$ cat src/rtl/sdp_pkg.sv
package sdp_pkg;

    typedef enum logic [1:0] {
        ST_IDLE   = 2'd0,
        ST_BUSY   = 2'd1,
        ST_FROZEN = 2'd2
    } pipe_st_e;

endpackage

$ cat src/rtl/sdp_ctrl.sv
module sdp_ctrl
    import sdp_pkg::*;
(
    input  logic     clk,
    input  logic     rst_n,
    input  logic     cke,
    input  logic     pend_next,
    output pipe_st_e st,
    output logic     advance
);

    pipe_st_e st_q, st_n;

    // state register
    always_ff @(posedge clk or negedge rst_n) begin
        if (!rst_n) st_q <= ST_IDLE;
        else        st_q <= st_n;
    end

    // next state
    always_comb begin
        st_n = st_q;
        unique case (st_q)
            ST_IDLE, ST_BUSY, ST_FROZEN: begin
                if (!cke)          st_n = ST_FROZEN;
                else if (pend_next) st_n = ST_BUSY;
                else               st_n = ST_IDLE;
            end
            default: st_n = ST_IDLE;
        endcase
    end

    // outputs
    always_comb begin
        st      = st_q;
        advance = (st_q != ST_FROZEN);
    end

    // a low clock-enable suspends the next edge
    assert_cke_freeze_R9: assert property (@(posedge clk) disable iff (!rst_n)
        !cke |=> !advance);

endmodule

$ cat src/rtl/sdp_rd_pipe.sv
module sdp_rd_pipe #(
    parameter int W      = 8,
    parameter int MAX_CL = 3,
    localparam int CLW   = $clog2(MAX_CL + 1)
) (
    input  logic           clk,
    input  logic           rst_n,
    input  logic           advance,
    input  logic [CLW-1:0] cas_lat,
    input  logic           rd_vld,
    input  logic [W-1:0]   rd_data,
    input  logic           dqm,
    input  logic           pchg,
    output logic [W-1:0]   dq_out,
    output logic           dq_oe,
    output logic           pend_next
);

    logic [MAX_CL-1:0] v_q, v_n;
    logic [W-1:0]      d_q [MAX_CL];
    logic [W-1:0]      d_n [MAX_CL];
    logic [MAX_CL:0]   up_v;
    logic [W-1:0]      up_d [MAX_CL+1];
    logic              dqm_d1;

    assign up_v          = {1'b0, v_q};
    assign up_d[MAX_CL]  = '0;

    // stage i is where a read lands when cas_lat == i+1; stage 0 drives the pad
    for (genvar i = 0; i < MAX_CL; i++) begin : g_stage
        logic load, kill, blank;
        assign up_d[i] = d_q[i];
        assign load    = rd_vld && (cas_lat == CLW'(i + 1));
        assign kill    = pchg && (CLW'(i + 1) >= cas_lat);
        assign blank   = (i == 0) && dqm_d1;
        assign v_n[i]  = (load || up_v[i+1]) && !kill && !blank;
        assign d_n[i]  = load ? rd_data : up_d[i+1];
    end

    always_ff @(posedge clk or negedge rst_n) begin
        if (!rst_n) begin
            v_q    <= '0;
            dqm_d1 <= 1'b0;
            for (int i = 0; i < MAX_CL; i++) d_q[i] <= '0;
        end else if (advance) begin
            v_q    <= v_n;
            dqm_d1 <= dqm;
            for (int i = 0; i < MAX_CL; i++) d_q[i] <= d_n[i];
        end
    end

    always_comb begin
        dq_oe     = v_q[0];
        dq_out    = v_q[0] ? d_q[0] : '0;
        pend_next = advance ? (|v_n) : (|v_q);
    end

    // a mask sampled one edge earlier blanks the word entering the pad stage
    assert_rd_mask_R4: assert property (@(posedge clk) disable iff (!rst_n)
        advance && dqm_d1 |=> !dq_oe);

    // at latency 1 a precharge silences the very next sample
    assert_pchg_cut_R8: assert property (@(posedge clk) disable iff (!rst_n)
        advance && pchg && (cas_lat == CLW'(1)) |=> !dq_oe);

    // a suspended edge leaves the pad untouched
    assert_pad_hold_R9: assert property (@(posedge clk) disable iff (!rst_n)
        !advance |=> $stable(dq_oe) && $stable(dq_out));

    // latency-1 read appears right after its own edge
    assert_cl1_issue_R2: assert property (@(posedge clk) disable iff (!rst_n)
        advance && rd_vld && (cas_lat == CLW'(1)) && !dqm_d1 && !pchg
        |=> dq_oe && (dq_out == $past(rd_data)));

endmodule

$ cat src/rtl/sdp_wr_gate.sv
module sdp_wr_gate #(
    parameter int W = 8
) (
    input  logic         clk,
    input  logic         rst_n,
    input  logic         advance,
    input  logic         wr_vld,
    input  logic [W-1:0] wr_data,
    input  logic         dqm,
    input  logic         pchg,
    output logic         arr_wr_en,
    output logic [W-1:0] arr_wr_data
);

    logic take;
    assign take = advance && wr_vld && !dqm && !pchg;

    always_ff @(posedge clk or negedge rst_n) begin
        if (!rst_n) begin
            arr_wr_en   <= 1'b0;
            arr_wr_data <= '0;
        end else begin
            arr_wr_en <= take;
            if (take) arr_wr_data <= wr_data;
        end
    end

    assert_wr_pass_R5: assert property (@(posedge clk) disable iff (!rst_n)
        advance && wr_vld && !dqm && !pchg |=> arr_wr_en && (arr_wr_data == $past(wr_data)));

    assert_wr_mask_R6: assert property (@(posedge clk) disable iff (!rst_n)
        wr_vld && dqm |=> !arr_wr_en);

    assert_wr_pchg_R7: assert property (@(posedge clk) disable iff (!rst_n)
        wr_vld && pchg |=> !arr_wr_en);

    assert_wr_frozen_R9: assert property (@(posedge clk) disable iff (!rst_n)
        !advance |=> !arr_wr_en);

endmodule

$ cat src/rtl/sdr_dpath_pipe.sv
module sdr_dpath_pipe
    import sdp_pkg::*;
#(
    parameter int W      = 8,
    parameter int MAX_CL = 3,
    localparam int CLW   = $clog2(MAX_CL + 1)
) (
    input  logic           clk,
    input  logic           rst_n,
    input  logic           cke,
    input  logic [CLW-1:0] cas_lat,
    input  logic           rd_col_vld,
    input  logic [W-1:0]   rd_col_data,
    input  logic           wr_vld,
    input  logic [W-1:0]   wr_din,
    input  logic           dqm,
    input  logic           pchg,
    output logic [W-1:0]   dq_out,
    output logic           dq_oe,
    output logic           arr_wr_en,
    output logic [W-1:0]   arr_wr_data
);

    pipe_st_e st;
    logic     advance;
    logic     pend_next;

    sdp_ctrl u_ctrl (
        .clk       (clk),
        .rst_n     (rst_n),
        .cke       (cke),
        .pend_next (pend_next),
        .st        (st),
        .advance   (advance)
    );

    sdp_rd_pipe #(.W(W), .MAX_CL(MAX_CL)) u_rd (
        .clk       (clk),
        .rst_n     (rst_n),
        .advance   (advance),
        .cas_lat   (cas_lat),
        .rd_vld    (rd_col_vld),
        .rd_data   (rd_col_data),
        .dqm       (dqm),
        .pchg      (pchg),
        .dq_out    (dq_out),
        .dq_oe     (dq_oe),
        .pend_next (pend_next)
    );

    sdp_wr_gate #(.W(W)) u_wr (
        .clk         (clk),
        .rst_n       (rst_n),
        .advance     (advance),
        .wr_vld      (wr_vld),
        .wr_data     (wr_din),
        .dqm         (dqm),
        .pchg        (pchg),
        .arr_wr_en   (arr_wr_en),
        .arr_wr_data (arr_wr_data)
    );

    // latency is not reprogrammed while a read is in flight
    assert_cl_steady_R10: assert property (@(posedge clk) disable iff (!rst_n)
        (st == ST_BUSY) |-> $stable(cas_lat));

    // only latencies 1..3 are legal
    assert_cl_legal_R2: assert property (@(posedge clk) disable iff (!rst_n)
        (cas_lat != '0) && (cas_lat <= CLW'(MAX_CL)));

    // outputs come out of reset quiet
    assert_reset_quiet_R1: assert property (@(posedge clk) disable iff (!rst_n)
        $rose(rst_n) |-> !dq_oe && !arr_wr_en);

endmodule

$ cat config.mk
export PLATFORM = sky130hd
export DESIGN_NAME = sdr_dpath_pipe
export DESIGN_NICKNAME = d
export VERILOG_FILES = /design/src/rtl/sdp_pkg.sv /design/src/rtl/sdp_ctrl.sv /design/src/rtl/sdp_rd_pipe.sv /design/src/rtl/sdp_wr_gate.sv /design/src/rtl/sdr_dpath_pipe.sv
export SDC_FILE = /design/constraint.sdc
export NUM_CORES = 1
export LEC_CHECK = 0
export BUFFER_PORTS_ARGS = -buffer_cell sky130_fd_sc_hd__buf_2
export CAP_MARGIN = 20
export CORE_MARGIN = 5
export CORE_UTILIZATION = 35
export DETAILED_ROUTE_END_ITERATION = 12
export PLACE_DENSITY = 0.59
export SLEW_MARGIN = 10
export SYNTH_ARGS = -nofsm -noshare
export SYNTH_HDL_FRONTEND = slang
export SYNTH_SLANG_ARGS = --single-unit
$ cat constraint.sdc
create_clock -name clk -period 1.19 [get_ports clk]
set_input_delay 0.0595 -clock clk [delete_from_list [all_inputs] [get_ports clk]]
set_output_delay 0.0595 -clock clk [all_outputs]
set_load 0.02 [all_outputs]
### Yosys cells after proc, flatten, opt, wreduce, memory -nomap -nowiden

Index checks and enable logic that the tools add are counted.

| cells by class | value |
|---|---|
| magnitude comparators | 3 |
| mux-type cells | 8 |
| reduce and logical (&&, ||, !) cells | 25 |
| eq/ne operators | 6 |

Operator list:

| kind | count |
|---|---|
| 8-bit 2-to-1 mux | 4 |
| 1-bit logical AND | 13 |
| 3-bit OR reduction | 3 |
| 2-bit equality test, second input constant | 3 |
| 1-bit zero test | 6 |
| 2-bit by 1-bit equality test with 1-bit output, second input constant | 2 |
| 2-bit greater-or-equal comparator, first input constant | 2 |
| 2-bit 2-to-1 mux | 2 |
| 1-bit by 2-bit greater-or-equal comparator with 1-bit output, first input constant | 1 |
| 2-bit zero test | 1 |
| 1-bit logical OR | 2 |
| 1-bit 2-to-1 mux | 2 |
| 2-bit != test, second input constant | 1 |

| word-level totals | value |
|---|---|
| bits in registers | 39 |
| word-level logic and storage cells | 50 |
| bits of input ports | 25 |
| output and inout bits | 18 |

### Logic depth before layout (Yosys ltp)

Gate-level depths: netlist of run 1.

| logic depth | value |
|---|---|
| depth after elaboration | 10 |
| depth in mapped cells | 5 |
| depth with buffers taken out | 3 |

### Hierarchy

Synthesis of run 1 repeated with hierarchy kept, for this count alone.

| unflattened totals | value |
|---|---|
| cell total of the unflattened synthesis | 171 |
| area total of the unflattened synthesis | 1839.3 µm² |

Modules (own cells, without submodules):

| module | cells each | area each (µm²) | times used |
|---|---|---|---|
| sdp_rd_pipe | 146 | 1396.3 | 1 |
| sdp_wr_gate | 19 | 369.1 | 1 |
| sdp_ctrl | 6 | 73.8 | 1 |

### Worst setup path before layout of run 1

OpenSTA, ideal clock, no wires.

| path | value |
|---|---|
| path type | register -> register |
| from | register u_ctrl.st_q[0] (netlist: u_ctrl.st[0]) |
| to | register u_wr.arr_wr_data[0] |
| cell stages (with the launch flop) | 4 |
| clock period less this slack | 1.186 ns |
| setup time | 0.128 ns |
| path slack | 0.004 ns |
| required time | 1.062 ns |
| data arrival time | 1.059 ns |
| path buffers | 0 |
| cell sequence | dfrtp_1 -> nand2b_2 -> nand3_4 -> mux2_1 |

| on the way | value |
|---|---|
| cells in the longest elaborated chain, start to end | 4 |

Ends and longest elaborated chain:

| item | RTL line | text |
|---|---|---|
| start: declaration | sdp_ctrl.sv:12 | `pipe_st_e st_q, st_n;` |
| start signal: assignment | sdp_ctrl.sv:17 | `else st_q <= st_n;` |
| 2-bit != test | sdp_ctrl.sv:36 | `advance = (st_q != ST_FROZEN);` |
| 1-bit logical AND (3 in a row) | sdp_wr_gate.sv:16 | `assign take = advance && wr_vld && !dqm && !pchg;` |
| end signal: assignment | sdp_wr_gate.sv:24 | `if (take) arr_wr_data <= wr_data;` |
| end: declaration | sdp_wr_gate.sv:12 | `output logic [W-1:0] arr_wr_data` |

Every way passes these cells.
A chain may end at the register's enable or synchronous reset.

### Worst setup path after layout of run 1

| path | value |
|---|---|
| from | register u_ctrl.st_q[0] (netlist: u_ctrl.st[0]) |
| to | register u_ctrl.st_q[0] (netlist: u_ctrl.st[0]) |

| on the way | value |
|---|---|
| cells in the longest elaborated chain, start to end | 5 |
| elaborated cells on any way between the ends | 9 |

Ends and longest elaborated chain:

| item | RTL line | text |
|---|---|---|
| 2-bit != test | sdp_ctrl.sv:36 |  |
| 1-bit 2-to-1 mux | sdp_rd_pipe.sv:55 | `pend_next = advance ? (\|v_n) : (\|v_q);` |
| 1-bit 2-to-1 mux | sdp_ctrl.sv:26 | `else if (pend_next) st_n = ST_BUSY;` |
| 2-bit 2-to-1 mux | sdp_ctrl.sv:25 | `if (!cke) st_n = ST_FROZEN;` |
| 2-bit 2-to-1 mux (*) | sdp_ctrl.sv:23 | `unique case (st_q)` |
| via u_ctrl.st_n[0] | sdp_ctrl.sv:12 |  |

The timed path passes the listed nets; every way through them passes the cells marked *.

==> run summary, run 1 <==
• overall die width: 80.2 µm
• category of the worst setup path capture point: flip-flop
• failing checks: setup timing
• die height: 80.2 µm
• kind of critical path: reg -> reg
• final non-filler cell total: 281
• type of element launching the critical path: flip-flop
• Pwr Density: 1430 nW/µm²
• data arrival time of the critical path: 1.42 ns
• maximum number of pins on one net before global-route repair: 41
• clk_skew: 0.00714 ns
• number of standard-cell rows in the floorplan: 25
• per-instance average area after synthesis: 11.8 µm²
• drt first pass iters: 4
• combined area of all synthesized cells: 1730 µm²
• unrepaired setup endpoints after global routing: true
• largest cells by area after synthesis: sky130_fd_sc_hd__dfrtp_1 (57%), sky130_fd_sc_hd__mux2i_1 (9.3%), sky130_fd_sc_hd__o21ai_0 (5.2%)
• flip-flop and latch count after synthesis: 39
• post-route clock period utilization: 104%
• fin crit period: 1.24 ns
• R2R setup slack: -0.05 ns
• maximum vdd drop: 0.627 mV
• Netlist cell types: 26
• outcome: finished, violations left
• hold violation count in the final report: 0
• setup-violating endpoint count in the final report: 9
• Worst EP required: 1.37 ns
• Worst-Skew Late Latency: 0.29 ns
• wire length of the first global-routing pass: 6.59 mm
• asr flop ratio synth: 100%
• effective utilization at floorplan: 36.3%
• number of nets with antenna violations after detailed routing: 0
• largest incremental delay on the critical path: 0.43 ns
• count of mapped cells out of synthesis: 146
• worst setup path endpoint: u_ctrl.st[0]
• number of inserted diodes: 0
• cell-by-cell listing of the critical path: nand2b_4 > buf_6 > nand2_2 > o311a_1
• peak clock frequency supported by timing: 807 MHz
• overall overflow remaining after global route: 0
• total via count in the routed design: 1,366
• capture instance of the worst register-to-register path: u_ctrl.st[0]
• post-synthesis sequential area ratio: 56.6%
• synthesized netlist net count: 171
• placement-stage cell area: 2080 µm²
• post-detail-place hpwl: 2.73 mm
• total count of max-transition violations in the final report: 0
• Clock H-tree levels: 2
• via count of the first global-routing pass: 1,463
• design area: 2460 µm²
• share of post-route cells with drive strength above 1: 40.7%
• master cell of the clock root buffer: sky130_fd_sc_hd__clkbuf_8
• Placed Instances: 258
• routability congestion estimate from global placement: 0.770
• Yosys Warn Count: 0
• number of top-level design ports: 43
• # Max-Cap Violations: 0
• TritonCTS Buffers: 5
• CTS tree: done
• actual transition at the worst max-transition pin: 0.486 ns
• area share of the leading cell type in the synthesized netlist: 56.6%
• largest fanout of any net on the critical path: 4
• post-layout net count: 238
• IO Port Bufs: 42
• synthesis-to-layout area growth: 42.7%
• overall routing resource usage: 13.6%
• Worst Hold Margin: 0.0168 ns
• number of buffers between clock root and the deepest sink: 2
• number of DRC violations after detailed-routing iteration 0: 60
• total leakage power: 0.00127 µW
• overall die area: 6430 µm²
• post-synth top area cell: sky130_fd_sc_hd__dfrtp_1
• number of cells traversed by the worst register-to-register path: 4
• TritonCTS sink count: 39
• DRC viols: 0
• relative slew slack: 67.6%
• origin of the worst setup path: u_ctrl.st[0]
• EDFF count, synth: 0
• worst r2r src: u_ctrl.st[0]
• smallest setup slack after layout: -0.0494 ns
• Critical Path Slowest Stage Cell: sky130_fd_sc_hd__dfrtp_1
• drt wl/cell: 14.8 µm
• primary flip-flop cell chosen by synthesis mapping: sky130_fd_sc_hd__dfrtp_1
• initial antenna violation count: 0
• worst min path class: in -> reg
• register clock-pin slew on the reported worst setup and hold paths: 0.08 ns
• core region area: 4750 µm²
• ratio of routed vias to standard cells: 4.86
• drt total wl: 4.15 mm
==> cells in the final DEF, fill, tap and decap left out, drive strengths merged, types with 2 or more instances in the layout <==
cell / netlist / final
mux2i: 16 / 16
nor2b: 2 / 2
and2: 8 / 8
nor2: 2 / 2
buf: 7 / 55
nand2: 21 / 21
nand3: 2 / 3
mux2: 10 / 10
o21ai: 18 / 18
inv: 3 / 3
dfrtp: 39 / 39
a22o: 8 / 8
clkbuf: 0 / 6
dlygate4sd3: 0 / 11
nand3b: 2 / 2
==> registers in the layout, summed over array words and instances, names as in the netlist <==
name	count
u_ctrl.st	2
u_rd.d_q	24
u_rd.dqm_d1	1
u_rd.v_q	3
u_wr.arr_wr_data	8
u_wr.arr_wr_en	1
==> layout make-up <==
cell class | instances | area [µm²]
inverters | 3 | 11.3
multi-input cells | 98 | 758
clock buffers | 6 | 82.6
repair buffers | 66 | 513
well taps | 67 | 83.8
fillers | 428 | 2290
flip-flops and latches | 39 | 978
clock inverters | 2 | 35.0
==> synthesized netlist by cell type (2+ instances only) <==
master	count
sky130_fd_sc_hd__dfrtp_1	39
sky130_fd_sc_hd__nand2_1	21
sky130_fd_sc_hd__o21ai_0	18
sky130_fd_sc_hd__mux2i_1	16
sky130_fd_sc_hd__a22o_1	8
sky130_fd_sc_hd__and2_1	8
sky130_fd_sc_hd__mux2_1	8
sky130_fd_sc_hd__buf_2	5
sky130_fd_sc_hd__inv_1	3
sky130_fd_sc_hd__mux2_2	2
sky130_fd_sc_hd__nand3b_1	2
sky130_fd_sc_hd__nor2b_1	2
==> metal layers <==
layer | vias to the layer above | part of all wire, % | global-route usage, %
li1 | 650 | - | -
met4 | 0 | 1.4 | 7.60
met2 | 41 | 49 | 22.0
met3 | 5 | 4.9 | 3.48
met1 | 670 | 45 | 16.2
met5 | - | 0 | 0
==> worst min path at each step <==
stage	from	end	cells past startpoint
detailed placement	rst_n	u_wr.arr_wr_data[5]	2
global placement	rst_n	u_wr.arr_wr_data[5]	2
floorplan	rst_n	u_ctrl.st[0]	0
CTS	rd_col_data[6]	u_rd.d_q[6]	2
finish	rd_col_data[6]	u_rd.d_q[6]	2
global route	rd_col_data[6]	u_rd.d_q[6]	2
==> where the power goes <==
group	internal, µW	switching, µW
logic	377	395
registers	1500	105
clock network	678	457
==> critical path, delay by kind of cell (launching register included) <==
kind / cells / cell delay [ns]
flip-flops: 1 / 0.43
buffers and inverters: 1 / 0.12
AO/OA/AOI/OAI: 1 / 0.34
AND/OR/NAND/NOR: 2 / 0.24
==> cells by family (layout without fill, tap and decap cells) <==
kind of cell,Yosys count,count (layout),share of synthesized area [%]
buffers and inverters,10,77,3.19
AND/OR/NAND/NOR,41,42,12.8
flip-flops,39,39,56.6
multiplexers,26,26,15.8
AO/OA/AOI/OAI,30,30,11.6
==> timing repair <==
item,CTS,global route
gates resized for setup,11,25
endpoints found under the hold margin,49,0
pin swaps,1,0
hold buffers,11,0
gates cloned,0,1
setup buffers,3,0
setup endpoints to repair,17,41
==> stage by stage <==
step	power [µW]	TNS [ns]	worst slack (ns)	util [%]
CTS	3470	-0.434	-0.0449	49.9
detailed placement	2270	-0.327	-0.0548	43.7
finish	3520	-0.0837	-0.0494	51.8
global placement	2230	0	0.000481	43.7
floorplan	1980	0	0.00369	-
global route	3700	-0.927	-0.107	51.8
Power figures use the tool's default switching activity.
==> run 2: changes to the inputs <==
--- a/config.mk
+++ b/config.mk
@@ -9,6 +9,7 @@
 export CAP_MARGIN = 20
 export CORE_MARGIN = 5
 export CORE_UTILIZATION = 35
+export CTS_CLUSTER_SIZE = 28
 export DETAILED_ROUTE_END_ITERATION = 12
 export PLACE_DENSITY = 0.59
 export SLEW_MARGIN = 10
==> constraint.sdc (replaced) <==
create_clock -name clk -period 1 [get_ports clk]
set_input_delay 0.05 -clock clk [delete_from_list [all_inputs] [get_ports clk]]
set_output_delay 0.05 -clock clk [all_outputs]
set_load 0.02 [all_outputs]
==> run summary, run 2 (synthesis gave the netlist of run 1 again) <==
• IO Port Bufs: 42
• # Max-Cap Violations: 0
• category of the worst setup path capture point: flip-flop
• register with the most flip-flops: u_rd.d_q
• core region area: 4750 µm²
• Critical Path Slowest Stage Cell: sky130_fd_sc_hd__dfrtp_1
• met2 track demand over resource in global routing: 26.1%
• number of flip-flops under the largest register name: 24
• CTS tree: done
• relative slew slack: 71.8%
• final core area utilization: 58.7%
• family of cells with the greatest summed delay on the critical path: compound AO/OA/AOI/OAI gates
• fin crit period: 1.23 ns
• maximum vdd drop: 0.976 mV
• worst min path class: in -> reg
• Worst-Skew Late Latency: 0.29 ns
• routability congestion estimate from global placement: 0.799
• GR Util met3: 4.37%
• total count of max-transition violations in the final report: 0
• drt total wl: 4.51 mm
• drt wl/cell: 15.2 µm
• initial antenna violation count: 0
• Top Usage Layer GRT: met2
• post-detail-place hpwl: 2.76 mm
• largest fanout of any net on the critical path: 3
• hold violation count in the final report: 0
• Worst EP required: 1.17 ns
• number of inserted diodes: 0
• number of buffers between clock root and the deepest sink: 2
• total leakage power: 0.00149 µW
• TritonCTS sink count: 39
• kind of critical path: reg -> reg
• most used cells in the layout excluding fill and tap cells: sky130_fd_sc_hd__buf_2 (39), sky130_fd_sc_hd__dfrtp_1 (39), sky130_fd_sc_hd__mux2i_1 (16)
• Clock H-tree levels: 2
• largest incremental delay on the critical path: 0.40 ns
• drt first pass iters: 4
• overall routing resource usage: 15.0%
• peak clock frequency supported by timing: 811 MHz
• number of standard-cell rows in the floorplan: 25
• outcome: finished, violations left
• post-route setup TNS: -6.92 ns
• combined buffer and inverter count along the critical path: 0
• data arrival time of the critical path: 1.40 ns
• DRC viols: 0
• post-layout net count: 253
• setup-violating endpoint count in the final report: 46
• number of top-level design ports: 43
• TritonCTS Buffers: 5
• number of nets with antenna violations after detailed routing: 0
• post-route clock period utilization: 123%
• actual transition at the worst max-transition pin: 0.422 ns
• overall die area: 6430 µm²
• overall overflow remaining after global route: 0
• master cell of the clock root buffer: sky130_fd_sc_hd__clkbuf_8
• total via count in the routed design: 1,454
• Top Registers: u_rd.d_q (24), u_wr.arr_wr_data (8), u_rd.v_q (3)
• via count of the first global-routing pass: 1,538
• synthesis-to-layout area growth: 61.9%
• smallest setup slack after layout: -0.233 ns
• register clock-pin slew on the reported worst setup and hold paths: 0.08 ns
• Pwr Density: 1640 nW/µm²
• effective utilization at floorplan: 36.3%
• die height: 80.2 µm
• number of DRC violations after detailed-routing iteration 0: 33
• unrepaired setup endpoints after global routing: true
• maximum number of pins on one net before global-route repair: 31
• overall die width: 80.2 µm
• ratio of routed vias to standard cells: 4.91
• grt met1 use: 17.5%
• wire length of the first global-routing pass: 7.40 mm
• cell-by-cell listing of the critical path: nor2b_4 > a311o_1 > o311a_1
• failing checks: setup timing
• type of element launching the critical path: flip-flop
• clk_skew: 0.00971 ns
• share of post-route cells with drive strength above 1: 53.7%
==> run 2: cell count changes in the layout (fill, tap and decap cells not counted), sizes merged <==
cell and change:
buf +13, clkbuf +1, clkinv +1
==> run 2: timing repair <==
item,CTS,global route
pin swaps,2,7
setup buffers,6,5
endpoints found under the hold margin,49,0
gates cloned,5,2
hold buffers,11,0
resized for setup,18,40
setup endpoints to repair,46,46
==> run 2: area by class of cell <==
| type | instances | area (µm²) |
|---|---|---|
| clock inverters | 3 | 43.8 |
| multi-input cells | 98 | 895 |
| clock buffers | 5 | 68.8 |
| inverters | 3 | 11.3 |
| fillers | 410 | 1960 |
| repair buffers | 81 | 714 |
| flip-flops and latches | 39 | 976 |
| well taps | 67 | 83.8 |
==> run 2: through the flow <==
stage | setup WS, ns | hold slack, ns | std cells | cell area (µm²) | power (µW)
detailed placement | -0.256 | -0.0680 | 262 | 2160 | 2830
CTS | -0.228 | 0.000422 | 292 | 2640 | 4480
global placement | -0.196 | -0.0794 | 262 | 2160 | 2790
global route | -0.263 | 0.0100 | 296 | 2790 | 4790
floorplan | -0.166 | -0.246 | 146 | 1790 | 2480
finish | -0.233 | 0.0110 | 296 | 2790 | 4570
==> run 2: path summary, 6_finish.rpt <==
kind	from	end	slack (ns)	cells after the start
max	u_rd.v_q[2]	u_ctrl.st[0]	-0.23	3
min	wr_din[3]	u_wr.arr_wr_data[3]	0.01	2
max reg2reg	u_rd.v_q[2]	u_ctrl.st[0]	-0.23	3
min reg2reg	u_rd.d_q[18]	u_rd.d_q[18]	0.49	2
max in group asynchronous	rst_n	u_rd.d_q[22]	0.35	3
min in group asynchronous	rst_n	u_wr.arr_wr_data[6]	0.22	2
==> run 2: power by group <==
group          switching, µW  total, µW  internal (µW)
Clock                    580       1320            743
Combinational            598       1310            709
Sequential               153       1940           1790
Total                   1330       4570           3240
==> run 2: worst reg2reg max path, stage by stage (launching register included) <==
cell and delay [ns]:
sky130_fd_sc_hd__dfrtp_1 0.40, sky130_fd_sc_hd__nor2b_4 0.13, sky130_fd_sc_hd__a311o_1 0.30, sky130_fd_sc_hd__o311a_1 0.30
==> run 2: layer usage <==
metal / wire (µm) / vias up
li1: - / 682
met1: 1860 / 734
met2: 2370 / 33
met3: 225 / 5
met4: 54 / 0
met5: 0 / -
